### src/rtl/qalu_pkg.sv
package qalu_pkg;

    typedef enum logic [1:0] {
        OP_ADD = 2'b00,
        OP_SUB = 2'b01,
        OP_AND = 2'b10,
        OP_OR  = 2'b11
    } alu_op_e;

    // bit 1 of the code separates logic operations from arithmetic ones
    function automatic logic is_logic(input logic [1:0] code);
        return code[1];
    endfunction

endpackage

### src/rtl/qalu_cla.sv
module qalu_cla #(
    parameter int W   = 32,
    parameter int BLK = 4
) (
    input  logic [W-1:0] x,
    input  logic [W-1:0] y,
    input  logic         cin,
    output logic [W-1:0] sum,
    output logic         cout
);
    localparam int NBLK = W / BLK;

    logic [W-1:0]  gen_col;
    logic [W-1:0]  prp_col;
    logic [NBLK:0] blk_c;

    assign gen_col = x & y;
    assign prp_col = x | y;
    assign blk_c[0] = cin;

    for (genvar b = 0; b < NBLK; b++) begin : g_blk
        logic [BLK:0]   cc;
        logic           grp_g;
        logic           grp_p;
        logic [BLK-1:0] s_loc;

        // group terms, independent of the incoming carry
        always_comb begin
            grp_g = 1'b0;
            grp_p = 1'b1;
            for (int i = 0; i < BLK; i++) begin
                grp_g = gen_col[b*BLK+i] | (prp_col[b*BLK+i] & grp_g);
                grp_p = grp_p & prp_col[b*BLK+i];
            end
        end

        // local carries and sum bits inside the block
        always_comb begin
            cc[0] = blk_c[b];
            for (int i = 0; i < BLK; i++) begin
                cc[i+1]  = gen_col[b*BLK+i] | (prp_col[b*BLK+i] & cc[i]);
                s_loc[i] = x[b*BLK+i] ^ y[b*BLK+i] ^ cc[i];
            end
        end

        assign blk_c[b+1] = grp_g | (grp_p & blk_c[b]);
        assign sum[b*BLK +: BLK] = s_loc;
    end

    assign cout = blk_c[NBLK];

endmodule

### src/rtl/qalu_logic.sv
module qalu_logic #(
    parameter int W = 32
) (
    input  logic [W-1:0] x,
    input  logic [W-1:0] y,
    output logic [W-1:0] conj,
    output logic [W-1:0] disj
);
    for (genvar i = 0; i < W; i++) begin : g_bit
        assign conj[i] = x[i] & y[i];
        assign disj[i] = x[i] | y[i];
    end
endmodule

### src/rtl/qalu_flags.sv
module qalu_flags #(
    parameter int W = 32
) (
    input  logic [W-1:0] word,
    input  logic [1:0]   code,
    input  logic         add_cout,
    input  logic         a_msb,
    input  logic         b_msb,
    input  logic         sum_msb,
    output logic         f_n,
    output logic         f_z,
    output logic         f_c,
    output logic         f_v
);
    import qalu_pkg::*;

    logic arith;
    logic sign_rule;

    assign arith = ~is_logic(code);
    assign f_n   = word[W-1];
    assign f_z   = ~|word;
    assign f_c   = arith & add_cout;

    // add: operands alike in sign; subtract: operands differ in sign
    assign sign_rule = ~(code[0] ^ a_msb ^ b_msb);
    assign f_v = arith & sign_rule & (a_msb ^ sum_msb);

endmodule

### src/rtl/quad_alu.sv
module quad_alu #(
    parameter int W   = 32,
    parameter int BLK = 4
) (
    input  logic [W-1:0] opd_a,
    input  logic [W-1:0] opd_b,
    input  logic [1:0]   op_sel,
    output logic [W-1:0] res,
    output logic         flag_neg,
    output logic         flag_zero,
    output logic         flag_carry,
    output logic         flag_ovf
);
    import qalu_pkg::*;

    logic [W-1:0] b_cond;
    logic [W-1:0] sum_w;
    logic         sum_co;
    logic [W-1:0] and_w;
    logic [W-1:0] or_w;
    alu_op_e      op_e;

    assign op_e   = alu_op_e'(op_sel);
    assign b_cond = opd_b ^ {W{op_sel[0]}};

    qalu_cla #(.W(W), .BLK(BLK)) u_add (
        .x    (opd_a),
        .y    (b_cond),
        .cin  (op_sel[0]),
        .sum  (sum_w),
        .cout (sum_co)
    );

    qalu_logic #(.W(W)) u_log (
        .x    (opd_a),
        .y    (opd_b),
        .conj (and_w),
        .disj (or_w)
    );

    always_comb begin
        unique case (op_e)
            OP_ADD:  res = sum_w;
            OP_SUB:  res = sum_w;
            OP_AND:  res = and_w;
            OP_OR:   res = or_w;
            default: res = sum_w;
        endcase
    end

    qalu_flags #(.W(W)) u_flg (
        .word     (res),
        .code     (op_sel),
        .add_cout (sum_co),
        .a_msb    (opd_a[W-1]),
        .b_msb    (opd_b[W-1]),
        .sum_msb  (sum_w[W-1]),
        .f_n      (flag_neg),
        .f_z      (flag_zero),
        .f_c      (flag_carry),
        .f_v      (flag_ovf)
    );

endmodule

### config.mk
export PLATFORM = sky130hd
export DESIGN_NAME = quad_alu
export DESIGN_NICKNAME = d
export VERILOG_FILES = /design/src/rtl/qalu_pkg.sv /design/src/rtl/qalu_cla.sv /design/src/rtl/qalu_logic.sv /design/src/rtl/qalu_flags.sv /design/src/rtl/quad_alu.sv
export SDC_FILE = /design/constraint.sdc
export NUM_CORES = 1
export LEC_CHECK = 0
export BUFFER_PORTS_ARGS = -buffer_cell sky130_fd_sc_hd__buf_2
export CAP_MARGIN = 30
export CELL_PAD_IN_SITES_DETAIL_PLACEMENT = 2
export CELL_PAD_IN_SITES_GLOBAL_PLACEMENT = 2
export CORE_UTILIZATION = 30
export DETAILED_ROUTE_END_ITERATION = 8
export PLACE_DENSITY = 0.95
export RECOVER_POWER = 50
export SKIP_LAST_GASP = 1
export SLEW_MARGIN = 40
export SYNTH_ARGS = -nofsm -noshare
export SYNTH_HDL_FRONTEND = slang
export SYNTH_SLANG_ARGS = --single-unit
### constraint.sdc
create_clock -name vclk -period 6.3
set_input_delay 0.63 -clock vclk [all_inputs]
set_output_delay 0.63 -clock vclk [all_outputs]
set_load 0.02 [all_outputs]
==> qor.csv <==
metric,value,unit
"Slowest-stage cell, CP",fa_1,
Storage cell area,0,um^2
Worst Path Required,5670,ps
largest stage delay on the critical path,520,ps
routed via count,3090,
cell internal pwr,0.000176,W
Crit Path Max Fanout,10,
syn nets,557,
Static Leak,2.00,nW
Die H,104,um
layout net count,654,
die area,10800,um^2
I/O pins,102,
final setup fails,0,
Syn-to-layout area delta,23.7,%
crit-path cells,buf_6 > buf_6 > xor2_2 > inv_1 > ha_1 > nor4_1 > a21oi_1 > a21oi_2 > nor3_1 > o21bai_1 > a21oi_1 > fa_1 > fa_1 > fa_1 > nor2b_1 > a31oi_1 > nor4_2 > nand4_1 > nor4_2 > buf_4,
number of global-route vias before repair,3398,
drt drc,0,
"Data arrival, critical path",5330,ps
sw frac,0.616,
largest net degree at the start of global routing,63,
Top delay family on crit path,simple AND/OR/NAND/NOR gates,
Buf/Inv on CP,4,
Clock power frac,0,
Seq pwr share,0,
outcome,"complete, no violations",
Total Routing Usage GR,0.188,
VDD IR max,63.0,uV
Placed Area,3760,um^2
grt total ovfl,0,
seq_cells,0,
Layout Cells excl Fill,632,
Gate power share,1.000,
Tmin final,5960,ps
path type of the worst setup path,input port to output pin,
Total Power,0.000459,W
core area,9910,um^2
"Design Area, Final",3860,um^2
Cells after Synth,404,
"Seq/Total Area, Yosys",0,
Slew Limit Fails,0,
post-DR wirelength/cell,17.0,um
Max Cap Viol,0,
port bufs,102,
Crit path top cell by count,fa_1,
number of diodes,0,
Pwr Density,119,nW/um^2
Via density,4.89,
initial antenna violation count,0,
# hold bufs at CTS,0,
Setup crit start kind,input port,
CP Capture Type,output pin,
Hold Crit Class,input port to output pin,
Yosys cell types,38,
share of cells above drive strength 1,0.255,
drt total wl,10700,um
first-pass GRT wire length,16800,um
routability congestion estimate,0.782,
Max transition margin,0.556,
fin crit share,0.946,
Switch Pwr,0.000283,W
Syn. warnings,0,
x dimension of the die,104,um
first-pass iteration count of the detailed router,4,
Core Rows,36,
DP Worst Slack,-18.5,ps
Fin. Hold Viols,0,
Fmax achieved,168,MHz
placed insts,629,
Slew @ Worst Pin,666,ps
mapped cell area,3120,um^2
CLK BUF,0,
initial drt markers,80,
DP Wirelength,9280,um
setup slack after layout,338,ps
Initial Util,0.315,
"antenna viol nets, final",0,
"Avg Cell Area, Syn",7.73,um^2
## cell usage after synthesis, types with 4 or more instances
cell type / instances / area [um^2]
inv_1: 84 / 315
buf_4: 4 / 30.0
nor2b_1: 19 / 119
buf_2: 8 / 40.0
xor2_1: 35 / 307
fa_1: 23 / 460
nand2_1: 29 / 109
maj3_2: 7 / 78.8
a31oi_1: 19 / 119
maj3_1: 6 / 60.1
nor2_1: 5 / 18.8
xnor2_1: 6 / 52.6
o21ai_0: 26 / 130
or4_1: 4 / 30.0
a21oi_1: 18 / 90.1
mux2_2: 5 / 56.3
nor4_1: 11 / 68.8
ha_1: 64 / 801
o31ai_1: 6 / 45.0
## logic make-up after synthesis
group                    after synthesis  synth area share
AO/OA/AOI/OAI                         79             0.149
XOR/XNOR                              41             0.115
adder cells (fa/ha/maj)              100             0.448
buffers and inverters                100             0.133
multiplexers                           6            0.0212
AND/OR/NAND/NOR                       78             0.133
## timing repair
item | in CTS | in global routing
resized for setup | 1 | 15
setup buffers | 0 | 2
pin swaps | 0 | 7
cloned | 0 | 1
endpoints found under the setup margin | 1 | 1
endpoints found under the hold margin | 0 | 0
## per-stage QoR
step,hold slack (ps),util,TNS [ps]
finish,1710,0.390,0
global route,1730,0.390,-12.9
CTS,1690,0.380,0
detailed placement,1690,0.379,-18.5
global placement,1680,0.379,0
floorplan,1450,-,0
## power by group through the flow
stage	sequential, W	clock (W)	combinational (W)
after floorplan	0	0	0.000292
after global placement	0	0	0.000419
after detailed placement	0	0	0.000454
after CTS	0	0	0.000458
after global routing	0	0	0.000506
final	0	0	0.000459
## tightest hold or removal path, delay by kind of cell
kind / cells / cell delay (ps)
and+or+nand+nor: 1 / 60
buffers and inverters: 2 / 300
AOI/OAI and AO/OA: 1 / 90
## routing by layer
| layer | routed length, um | global-route usage |
|---|---|---|
| met1 | 4490 | 0.221 |
| met2 | 5860 | 0.380 |
| met3 | 279 | 0.00815 |
| met4 | 108 | 0.0173 |
| met5 | 0 | 0 |
## final cells by class
type,instances,area (um^2)
fillers,1184,6050
multi-input cells,304,2770
repair buffers,111,607
inverters,84,315
well taps,133,166
## cells in the final DEF (no fill, tap or decap), types with 11 or more instances in the layout
cell / instances
nor2b_1: 19
nand2_1: 29
a31oi_1: 19
fa_1: 22
clkbuf_1: 11
xor2_1: 31
ha_1: 64
buf_2: 89
inv_1: 84
o21ai_0: 26
a21oi_1: 17
## path summary, 6_finish.rpt
check	start	endpoint	slack, ps	cells past startpoint
setup / recovery	op_sel[0]	flag_zero	340	20
hold / removal	opd_b[1]	res[1]	1710	4
No activity file was read; power rests on OpenSTA's default activity.
